$ cat config.mk
export PLATFORM = sky130hd
export DESIGN_NAME = dma_event_irq_ctrl
export DESIGN_NICKNAME = d
export VERILOG_FILES = /design/src/rtl/dma_event_irq_ctrl.sv
export SDC_FILE = /design/constraint.sdc
export NUM_CORES = 1
export LEC_CHECK = 0
export ABC_AREA = 1
export BUFFER_PORTS_ARGS = -buffer_cell sky130_fd_sc_hd__buf_2
export CORE_MARGIN = 2
export CORE_UTILIZATION = 40
export DETAILED_ROUTE_END_ITERATION = 8
export PLACE_DENSITY = 0.84
export SETUP_SLACK_MARGIN = 0.1
export SKIP_LAST_GASP = 1
export SLEW_MARGIN = 5
export SYNTH_ARGS = -nofsm -noshare
export SYNTH_HDL_FRONTEND = slang
export SYNTH_SLANG_ARGS = --single-unit
$ cat constraint.sdc
create_clock -name clk -period 1.6 [get_ports clk]
set_clock_uncertainty 0.05 [all_clocks]
set_input_delay 0.16 -clock clk [delete_from_list [all_inputs] [get_ports clk]]
set_output_delay 0.16 -clock clk [all_outputs]
set_load 0.02 [all_outputs]
$ cat src/rtl/dma_event_irq_ctrl.sv
module dma_event_irq_ctrl (
  input  logic        clk,
  input  logic        rst_n,
  input  logic        reg_valid,
  input  logic        reg_write,
  input  logic [31:0] reg_wdata,
  output logic [31:0] reg_rdata,
  input  logic [9:0]  evt_pulse,
  output logic [2:0]  irq_req
);
  localparam int NEVT = 10;

  logic [NEVT-1:0] en_q, st_q, wr_en, wr_st, pend;
  logic wr;

  assign wr = reg_valid && reg_write;

  // unpack write data into per-event enable and status views
  assign wr_en = {reg_wdata[31:24], reg_wdata[9:8]};
  assign wr_st = {reg_wdata[23:16], reg_wdata[1:0]};

  always_ff @(posedge clk) begin
    if (!rst_n) begin
      en_q <= '0;
      st_q <= '0;
    end else if (wr) begin
      en_q <= wr_en;
      st_q <= evt_pulse | (st_q & wr_st);
    end else begin
      st_q <= st_q | evt_pulse;
    end
  end

  assign reg_rdata = {en_q[9:2], st_q[9:2], 6'b0, en_q[1:0], 6'b0, st_q[1:0]};

  assign pend = en_q & st_q;
  assign irq_req[0] = pend[1];
  assign irq_req[1] = pend[0] | pend[2] | pend[4] | pend[6] | pend[8];
  assign irq_req[2] = pend[3] | pend[5] | pend[7] | pend[9];

  p_sticky_r4: assert property (@(posedge clk) disable iff (!rst_n)
    !wr |=> ((st_q & $past(st_q)) == $past(st_q)));

  p_pulse_sets_r3: assert property (@(posedge clk) disable iff (!rst_n)
    (evt_pulse != '0) |=> ((st_q & $past(evt_pulse)) == $past(evt_pulse)));

  p_enable_load_r5: assert property (@(posedge clk) disable iff (!rst_n)
    wr |=> ({reg_rdata[31:24], reg_rdata[9:8]} == {$past(reg_wdata[31:24]), $past(reg_wdata[9:8])}));

  p_enable_hold_r9: assert property (@(posedge clk) disable iff (!rst_n)
    !wr |=> $stable(en_q));

  p_reserved_r8: assert property (@(posedge clk) disable iff (!rst_n)
    (reg_rdata[15:10] == 6'b0) && (reg_rdata[7:2] == 6'b0));

  p_masked_r7: assert property (@(posedge clk) disable iff (!rst_n)
    (en_q == '0) |-> (irq_req == 3'b000));
endmodule

# [Yosys cells after proc, flatten, opt, wreduce, memory -nomap -nowiden]
# Cells that the tools add are included.
[totals] register_bits=20 in_bits=46 output_inout_bits=35 word_cells=15
[op_classes] muxes=1 n_bitwise=11 reduce_logical=1
[op_table] cell="AND 10 bit" n=2
[op_table] cell="bitwise OR 10 bit" n=2
[op_table] cell="2-to-1 mux 10 bit" n=1
[op_table] cell="bitwise OR 1 bit" n=7
[op_table] cell="logical AND 1 bit" n=1

# [Depth between registers and ports, before layout]
# Gate-level depths: netlist of run 1.
[logic_depth] ltp_word=5 depth_mapped=4 depth_no_buf=4

# [Worst setup path after synthesis of run 1]
# OpenSTA, ideal clock, no wires.
[synth_path] path_kind="flip-flop to output port" from="register st_q[0]" to="output port irq_req[1]" arrival_ns=0.772 required_ns=1.390 setup_slack_ns=0.618 path_stages_with_launch=5 n_path_buf=0 path_cell_list="dfxtp_1 nand2_1 nand2_1 inv_1 nand4_1"
[synth_between] elab_chain_len=5
[synth_lines] element="start: declaration" line="13" rtl="logic [NEVT-1:0] en_q, st_q, wr_en, wr_st, pend;"
[synth_lines] element="start signal: assignment" line="28" rtl="st_q <= evt_pulse | (st_q & wr_st);"
[synth_lines] element="start signal: assignment" line="30" rtl="st_q <= st_q | evt_pulse;"
[synth_lines] element="AND 10 bit" line="36" rtl="assign pend = en_q & st_q;"
[synth_lines] element="bitwise OR 1 bit (4 in series)" line="38" rtl="assign irq_req[1] = pend[0] | pend[2] | pend[4] | pend[6] | pend[8];"
[synth_lines] element="end: declaration" line="9" rtl="output logic [2:0] irq_req"
# Every way passes these cells.

# [Worst setup path in the final report of run 1]
[layout_path] from="register st_q[8]" to="output port irq_req[1]"
[layout_between] elab_chain_len=2
[layout_lines] element="AND 10 bit" line="36"
[layout_lines] element="bitwise OR 1 bit" line="38"
# Every way passes these cells.

==> out/results.tsv, run 1 <==
stage	metric	value	unit
worst_setup_path	R2R setup slack	0.91	ns
sta	RSZ-0062 raised after global routing	no	
worst_setup_path	Top delay family on crit path	flip-flops	
worst_setup_path	Slowest cell on crit path	dfxtp_1	
final_layout	core occupancy in the finished layout	0.5532	
floorplanning	Top Ports	81	
worst_setup_path	R2R depth	2	
synthesis	synth warn	0	
sta	total negative slack	0	ns
synthesis	post-synthesis mux area share	0	
run_status	status	finished, final reports clean	
synthesis	main combinational cell family by area after synthesis	simple AND/OR/NAND/NOR gates	
min_path	WHS Path Cells	3	
grt	GR Util met1	0.2077	
final_layout	multi-input logic area	365.4	um2
placed_design	Final HPWL DP	1653	um
sta	Max Clock Freq	0.7941	GHz
grt	initial antenna violation count	0	
final_layout	register area	400.4	um2
sta	Final setup viols	0	
min_path	worst hold path type	input pin to register	
detailed_routing	Initial DRC Count	14	
grt	total track usage	0.1703	
synthesis	post-synthesis sequential area ratio	0.4278	
grt	first-pass GRT wire length	3387	um
min_path	Worst Min Path Start	evt_pulse[8]	
synthesis	adder-cell share of the synthesized area	0	
clock_network	H-Tree Depth	1	
synthesis	Seq cells post-synth	20	
sta	Max Transition Viols Final	0	
detailed_routing	drt pass-1 iters	4	
synthesis	Synth Area in Compound Gates	0.1070	
clock_network	clk_lat worst skew	0.30	ns
clock_network	cts repair resizes	0	
worst_setup_path	Worst setup SP type	register	
worst_setup_path	worst path cell trace	nand2_1 > nand2_1 > inv_1 > nand4_1 > buf_2	
sta	final hold vios	0	
worst_setup_path	Max FO, Critical Path	3	
sta	final cycle utilization of the critical path	0.7871	
detailed_routing	DRT antenna net count	0	
job	Max-Cap Viols	0	
floorplanning	height of the die	52.37	um
grt	grt ovf	0	
grt	GR Util met2	0.2813	
worst_setup_path	slowest stage delay, CP	0.39	ns
clock_network	post-CTS setup buffer count	0	
placed_design	Final Wtd Congestion	0.7520	
worst_setup_path	CP bufs+invs	2	
clock_network	Root Driver	clkbuf_4	
synthesis	XOR/XNOR Fraction of Synth Area	0	
pwr	maximum VDD drop	0.0008860	V
synthesis	Synth Area per Inst	6.933	um2
final_layout	ant diodes	0	
final_layout	Net count, final	237	
sta	Final WS setup	0.3407	ns
worst_setup_path	Reg-to-Reg End	en_q[5]	
clock_network	CTS Buf Count	3	
grt	number of global-route vias before repair	761	
clock_network	hold buffer count at CTS	0	
grt	met3 Use GR	0.02286	
floorplanning	die width	52.37	um
placed_design	Placement Setup Slack	0.4317	ns
final_layout	Syn-to-layout area delta	30.75	%
grt	GR peak layer	met2	
synthesis	Synth Cell Area	935.9	um2
detailed_routing	via count	945	
worst_setup_path	FF-to-FF Start	en_q[5]	
worst_setup_path	CP required	1.39	ns
floorplanning	num rows	17	
synthesis	Gate Count Post-Synth	135	
final_layout	share of cells above drive strength 1	0.3211	
detailed_routing	DRC errors left	0	
floorplanning	Starting Density	0.4231	
grt	pin count of the biggest net entering global routing	13	
worst_setup_path	CP dominant cell by count	nand2_1	
clock_network	clk buf depth	2	
pwr	PD cells	988.8	mW/mm2
floorplanning	Die ar.	0.002743	mm2
worst_setup_path	stages on the worst setup path	5	
clock_network	TritonCTS clock tree	built	
detailed_routing	Routed WL per cell	9.803	um
final_layout	fillers	240	
synthesis	distinct cell type count after synthesis	14	
worst_setup_path	CP endpoint kind	primary output	
synthesis	Synth Area in Simple Gates	0.2353	
min_path	hold endpoint	st_q[8]	
detailed_routing	vias per cell	4.335	
worst_setup_path	crit path kind	register to primary output	
pwr	Leak Pwr	0.7203	nW
floorplanning	core area	0.002212	mm2
sta	Period minus WS final	1.259	ns
placed_design	# port buffers	56	
worst_setup_path	Worst Path Arrival	1.05	ns
detailed_routing	final WL	2137	um
clock_network	CTS Sinks	20	
clock_network	Reg clk slew, reported paths	0.11	ns
-- power breakdown --
group          total [mW]  internal [mW]  leakage [nW]  switching (mW)
logic               0.246         0.0878         0.526           0.158
registers           0.560          0.533         0.166          0.0265
clock network       0.405          0.253        0.0279           0.152
-- layout make-up --
class / instances / share of cell area
Timing Repair Buffer: 56 / 0.2290
Inverter: 24 / 0.07362
Clock buffer: 3 / 0.01840
Sequential cell: 20 / 0.3272
Multi-Input combinational cell: 86 / 0.2986
Clock inverter: 1 / 0.02454
Tap cell: 28 / 0.02863
-- per-stage QoR --
stage	cells	hold WS [ns]	power, mW	instance area, um2
after detailed placement	214	0.3556	0.8169	1171
after global placement	214	0.3493	0.8138	1171
after floorplan	146	0.2440	0.7473	977.2
after CTS	218	0.02076	1.220	1224
final	218	0.02780	1.210	1224
after global routing	218	0.01348	1.277	1224
-- registers in the layout, summed over array words and instances (netlist names) --
register	count
st_q	10
en_q	10
-- worst min-delay path, delay by kind of cell --
| kind | cells | cell delay, ns |
|---|---|---|
| buffers and inverters | 2 | 0.13 |
| AOI/OAI and AO/OA | 1 | 0.05 |
-- worst max path at each step --
stage,slack [ns],start,to
2_1_floorplan,0.62,st_q[0],irq_req[1]
3_3_place_gp,0.46,reg_valid,en_q[7]
3_5_place_dp,0.43,reg_valid,en_q[0]
4_1_cts,0.32,st_q[8],irq_req[1]
5_1_grt,0.25,st_q[8],irq_req[1]
6_report,0.34,st_q[8],irq_req[1]
-- cell usage after synthesis (all sizes together) --
master	instances	area, um2
inv	23	86.33
nand2	22	82.58
dfxtp	20	400.4
nor2	20	75.07
buf	16	121.4
a21oi	10	50.05
nand3	10	50.05
o21ai	10	50.05
nand4	2	12.51
clkinv	1	3.750
conb	1	3.750
-- cell usage in the layout, fill, tap and decap left out, drive strengths merged --
cell / n
clkbuf: 3
bufinv: 1
conb: 12
nand4: 2
nand2: 22
o21ai: 10
dfxtp: 20
nand3: 10
a21oi: 10
inv: 23
nor2: 20
buf: 56
clkinv: 1
-- logic make-up after synthesis --
kind of cell,after synthesis
flops,20
compound gates,20
other cells,1
simple gates,54
buf+inv,40
-- routing by layer --
metal | wire length, um | up-vias
met4 | 46 | 0
met1 | 951 | 405
met5 | 0 | -
met3 | 133 | 4
met2 | 1005 | 36
li1 | - | 500
(Power assumes the default switching activity.)
==> run 2: changes to the inputs <==
CORE_UTILIZATION = 37   (was 40)
PLACE_DENSITY = 0.79   (was 0.84)
clock period = 1.2 ns   (was 1.6 ns; I/O delays follow)
==> run 2 against run 1 <==
Effect of this change:
- clock-buffer cell count did not move
- die area increased by 7.5%
- design area increased by 28%
- critical path depth unchanged
- combinational power grew 78%
- sequential share of layout area shrank 6.0 points
- register-to-register slack worse by 0.47 ns
- via count increased by 11%
- sequential cell count did not move
- critical path type unchanged
- largest cell class is now buffers
==> out/results.tsv, run 2 (same netlist as run 1, synthesis figures left out) <==
stage	metric	value	unit	change
placed_design	Final Wtd Congestion	0.7200		-4.3%
detailed_routing	via count	1051		+11%
grt	initial antenna violation count	0		unchanged
detailed_routing	DRT antenna net count	0		unchanged
sta	Max Transition Viols Final	0		unchanged
final_layout	Finished Layout Cells	248		+14%
floorplanning	num rows	18		+1
placed_design	Post-Place Cells	220		+2.8%
final_layout	share of cells above drive strength 1	0.4037		+0.08262
clock_network	TritonCTS clock tree	built		
floorplanning	Starting Density	0.3848		-0.03830
pwr	Leak Pwr	0.8597	nW	+19%
clock_network	Root Driver	clkbuf_4		
floorplanning	die width	54.30	um	+3.7%
worst_setup_path	Worst Path Arrival	1.02	ns	-0.03 ns
placed_design	Placed Area	0.001204	mm2	+2.8%
final_layout	Syn-to-layout area delta	66.85	%	
worst_setup_path	Worst setup SP type	register		
grt	first-pass GRT wire length	3594	um	+6.1%
final_layout	fin area	0.001562	mm2	+28%
final_layout	core occupancy in the finished layout	0.6420		+0.08881
detailed_routing	DRC errors left	0		unchanged
final_layout	Net count, final	265		+12%
worst_setup_path	Max FO, Critical Path	2		-1
sta	RSZ-0062 raised after global routing	yes		
worst_setup_path	CP endpoint kind	primary output		
clock_network	Reg clk slew, reported paths	0.11	ns	about the same
sta	Period minus WS final	1.190	ns	
grt	pin count of the biggest net entering global routing	13		unchanged
floorplanning	height of the die	54.30	um	+3.7%
floorplanning	Die ar.	0.002948	mm2	+7.5%
clock_network	H-Tree Depth	1		unchanged
final_layout	most frequent cells in the layout	buf_2, inv_1, nor2_1, nand2_1, dlygate4sd3_1		
job	Max-Cap Viols	0		unchanged
placed_design	Final HPWL DP	1686	um	+2.0%
sta	Max Clock Freq	0.8401	GHz	
final_layout	Largest regs	en_q (10), st_q (10)		
sta	Min Hold Slack	0.01698	ns	-0.01082 ns
worst_setup_path	CP required	1.03	ns	-0.36 ns
clock_network	CTS Sinks	20		unchanged
pwr	total power	1.735	mW	+43%
pwr	maximum VDD drop	0.001138	V	+28%
grt	grt ovf	0		unchanged
min_path	worst hold path type	input pin to register		
sta	Final setup viols	0		unchanged
clock_network	clk_lat worst skew	0.30	ns	about the same
floorplanning	Top Ports	81		unchanged
detailed_routing	Initial DRC Count	4		-10
sta	final cycle utilization of the critical path	0.9919		
placed_design	# port buffers	56		unchanged
worst_setup_path	R2R setup slack	0.44	ns	-0.47 ns
clock_network	clk buf depth	2		unchanged
detailed_routing	drt pass-1 iters	3		-1
detailed_routing	final WL	2564	um	+20%
floorplanning	core area	0.002432	mm2	+10%
sta	final hold vios	0		unchanged
clock_network	CTS Buf Count	3		unchanged
worst_setup_path	crit path kind	register to primary output		
detailed_routing	Routed WL per cell	10.34	um	+5.5%
final_layout	fillers	242		+0.83%
run_status	status	finished, final reports clean		
pwr	PD cells	1111	mW/mm2	+12%
final_layout	commonest non-fill, non-tap cell in the layout	buf_2		
final_layout	ant diodes	0		unchanged
grt	total track usage	0.1759		+0.005611
detailed_routing	vias per cell	4.238		-2.2%
grt	number of global-route vias before repair	886		+16%
==> run 2: final timing paths <==
check / startpoint / end / cells past startpoint
max: st_q[0] / irq_req[1] / 5
min: reg_wdata[8] / en_q[0] / 3
min reg2reg: st_q[7] / st_q[7] / 2
max reg2reg: en_q[0] / en_q[0] / 3
==> run 2: through the flow <==
step	TNS [ns]	setup WS, ns
after detailed placement	0	0.3161
after global placement	0	0.3130
final	0	0.009664
after floorplan	0	0.2584
after global routing	-0.08309	-0.08309
after CTS	-0.008435	-0.008435
==> run 2: where the power goes <==
group          total (mW)  switching (mW)  leakage [nW]  internal [mW]
combinational       0.439           0.234         0.662          0.205
clock               0.548           0.211        0.0279          0.338
sequential          0.748          0.0316         0.170          0.717
==> run 2: per-layer routing <==
| metal | up-vias | global-route usage | wire length (um) |
|---|---|---|---|
| met2 | 42 | 0.3394 | 1300 |
| met4 | 0 | 0.02500 | 0 |
| met5 | - | 0 | 0 |
| met3 | 0 | 0.05738 | 183 |
| li1 | 553 | - | - |
| met1 | 456 | 0.1871 | 1080 |
==> run 2: cell type report <==
type | count | area, um2 | area share
Inverter | 24 | 90.09 | 0.05769
Timing Repair Buffer | 84 | 591.8 | 0.3790
Tap cell | 30 | 37.54 | 0.02404
Sequential cell | 20 | 416.7 | 0.2668
Clock inverter | 1 | 30.03 | 0.01923
Multi-Input combinational cell | 86 | 372.9 | 0.2388
Clock buffer | 3 | 22.52 | 0.01442
==> run 2: worst max-delay path, stage by stage, from the launching register on <==
cell and delay (ns):
dfxtp_2 0.33, nand2_1 0.06, nand2_1 0.05, inv_1 0.04, nand4_1 0.07, buf_4 0.17
==> run 2: what timing repair did <==
action / in CTS / in global routing
endpoints found under the hold margin: 18 / 0
pin swaps: 1 / 2
hold buffers: 18 / 0
buffers inserted: 6 / 0
resized for setup: 14 / 21
setup endpoints to repair: 3 / 9
==> run 3: changes to the inputs <==
RECOVER_POWER = 100   (was unset)
==> run 3 against run 2 <==
Effect of this change:
- global-route usage stayed put
- cell count stayed put
- sequential share of layout area is 0.57 points higher
- register-to-register slack worse by 0.04 ns
- die area stayed put
- first-iteration DRC count is 25% lower
- sequential cell count stayed put
- total power is 1.5% lower
- critical endpoint unchanged
- largest cell class unchanged
- largest power group unchanged
==> out/results.tsv, run 3 (same netlist as run 1, synthesis figures left out) <==
stage	metric	value	unit	change
min_path	worst hold path type	input pin to register		
sta	Period minus WS final	1.194	ns	+0.003425 ns
detailed_routing	Routed WL per cell	10.32	um	-0.20%
min_path	Worst Min Path Start	reg_wdata[24]		
grt	pin count of the biggest net entering global routing	13		unchanged
placed_design	Final Wtd Congestion	0.7200		unchanged
job	Max-Cap Viols	0		unchanged
worst_setup_path	FF-to-FF Start	st_q[5]		
final_layout	Net count, final	265		unchanged
pwr	maximum VDD drop	0.001187	V	+4.3%
final_layout	commonest non-fill, non-tap cell in the layout	buf_2		
sta	RSZ-0062 raised after global routing	yes		
clock_network	CTS Sinks	20		unchanged
clock_network	TritonCTS clock tree	built		
detailed_routing	final WL	2559	um	-0.20%
clock_network	clk buf depth	2		unchanged
worst_setup_path	R2R setup slack	0.40	ns	-0.04 ns
worst_setup_path	CP required	1.03	ns	about the same
clock_network	clk_lat worst skew	0.30	ns	about the same
detailed_routing	drt pass-1 iters	3		unchanged
placed_design	# port buffers	56		unchanged
min_path	hold endpoint	en_q[2]		
pwr	Leak Pwr	0.7973	nW	-7.3%
clock_network	Root Driver	clkbuf_4		
detailed_routing	Initial DRC Count	3		-1
grt	total track usage	0.1759		unchanged
floorplanning	Die ar.	0.002948	mm2	unchanged
sta	Final setup viols	0		unchanged
pwr	Reg power frac	0.437		+0.006
pwr	cell-internal power	1.235	mW	-2.0%
pwr	Sw Pwr	475.4	uW	about the same
final_layout	core occupancy in the finished layout	0.6209		-0.02109
final_layout	Largest regs	en_q (10), st_q (10)		
floorplanning	die width	54.30	um	unchanged
clock_network	Reg clk slew, reported paths	0.12	ns	about the same
clock_network	H-Tree Depth	1		unchanged
clock_network	CTS Buf Count	3		unchanged
detailed_routing	DRC errors left	0		unchanged
worst_setup_path	Worst Path Arrival	1.02	ns	about the same
pwr	combinational share of power	0.242		-0.011
run_status	status	finished, final reports clean		
floorplanning	num rows	18		unchanged
floorplanning	Starting Density	0.3848		unchanged
pwr	PD cells	1132	mW/mm2	+1.9%
final_layout	most frequent cells in the layout	buf_2, inv_1, nor2_1, nand2_1, dlygate4sd3_1		
grt	number of global-route vias before repair	886		unchanged
worst_setup_path	crit path kind	register to primary output		
pwr	Clock Power Share	0.321		+0.005
final_layout	ant diodes	0		unchanged
detailed_routing	vias per cell	4.214		-0.57%
final_layout	Syn-to-layout area delta	61.36	%	
floorplanning	Top Ports	81		unchanged
placed_design	Final HPWL DP	1686	um	unchanged
sta	final hold vios	0		unchanged
sta	Max Transition Viols Final	0		unchanged
grt	grt ovf	0		unchanged
pwr	Sw Share	0.2780		+0.003806
worst_setup_path	Max FO, Critical Path	2		unchanged
floorplanning	core area	0.002432	mm2	unchanged
detailed_routing	DRT antenna net count	0		unchanged
final_layout	share of cells above drive strength 1	0.3165		-0.08716
floorplanning	height of the die	54.30	um	unchanged
sta	Max Clock Freq	0.8377	GHz	-0.29%
worst_setup_path	R2R depth	3		unchanged
worst_setup_path	Reg-to-Reg End	st_q[5]		
sta	Min Hold Slack	0.01745	ns	+0.0004692 ns
worst_setup_path	CP endpoint kind	primary output		
detailed_routing	via count	1045		-0.57%
sta	final cycle utilization of the critical path	0.9948		+0.002855
grt	initial antenna violation count	0		unchanged
worst_setup_path	Worst setup SP type	register		
min_path	WHS Path Cells	3		unchanged
grt	first-pass GRT wire length	3594	um	unchanged
## run 3: worst max path at each step
stage               startpoint    endpoint  slack [ns]
finish                 en_q[8]  irq_req[1]       0.006
detailed placement     en_q[0]  irq_req[1]        0.32
floorplan              st_q[0]  irq_req[1]        0.26
global placement       en_q[0]  irq_req[1]        0.31
global route           st_q[0]  irq_req[1]       -0.08
CTS                    en_q[8]  irq_req[1]      -0.008
## run 3: area by class of cell
| type | instances | area, um2 |
|---|---|---|
| Clock buffer | 3 | 22.52 |
| Clock inverter | 1 | 30.03 |
| Fill cell | 253 | 922.1 |
| Inverter | 24 | 90.09 |
| Multi-Input combinational cell | 86 | 372.9 |
| Sequential cell | 20 | 411.6 |
| Tap cell | 30 | 37.54 |
| Timing Repair Buffer | 84 | 545.5 |
## run 3: timing repair
item	4_1_cts	5_1_grt
setup buffers	6	0
endpoints found under the hold margin	18	0
gates resized for setup	14	21
endpoints found under the setup margin	3	9
pin swaps	1	2
hold buffers	18	0
## run 3: routing by layer
layer / vias to the layer above / wire length, um / GRT usage / share of wire
li1: 554 / - / - / -
met1: 449 / 1080 / 0.1871 / 0.42
met2: 42 / 1289 / 0.3394 / 0.50
met3: 0 / 188 / 0.05738 / 0.073
met4: 0 / 0 / 0.02500 / 0
met5: - / 0 / 0 / 0
## run 3: power groups by stage
| stage | Clock, mW | Combinational [mW] | Sequential (mW) |
|---|---|---|---|
| floorplan | 0 | 0.183 | 0.813 |
| global placement | 0 | 0.338 | 0.757 |
| detailed placement | 0 | 0.341 | 0.758 |
| CTS | 0.566 | 0.415 | 0.744 |
| global route | 0.595 | 0.455 | 0.753 |
| finish | 0.550 | 0.413 | 0.747 |
## run 3: metrics by stage
| stage | setup TNS (ns) | power, mW | setup slack, ns | cells | area (um2) |
|---|---|---|---|---|---|
| floorplan | 0 | 0.9964 | 0.2584 | 146 | 977.2 |
| global placement | 0 | 1.095 | 0.3130 | 220 | 1204 |
| detailed placement | 0 | 1.099 | 0.3161 | 220 | 1204 |
| CTS | -0.008435 | 1.725 | -0.008435 | 248 | 1501 |
| global route | -0.08309 | 1.804 | -0.08309 | 248 | 1510 |
| finish | 0 | 1.710 | 0.006239 | 248 | 1510 |
## run 3: critical path, stage by stage, from the launching register on
cell and delay, ns:
dfxtp_2 0.34, nand2_1 0.05, nand2_1 0.04, inv_1 0.04, nand4_1 0.07, buf_4 0.17
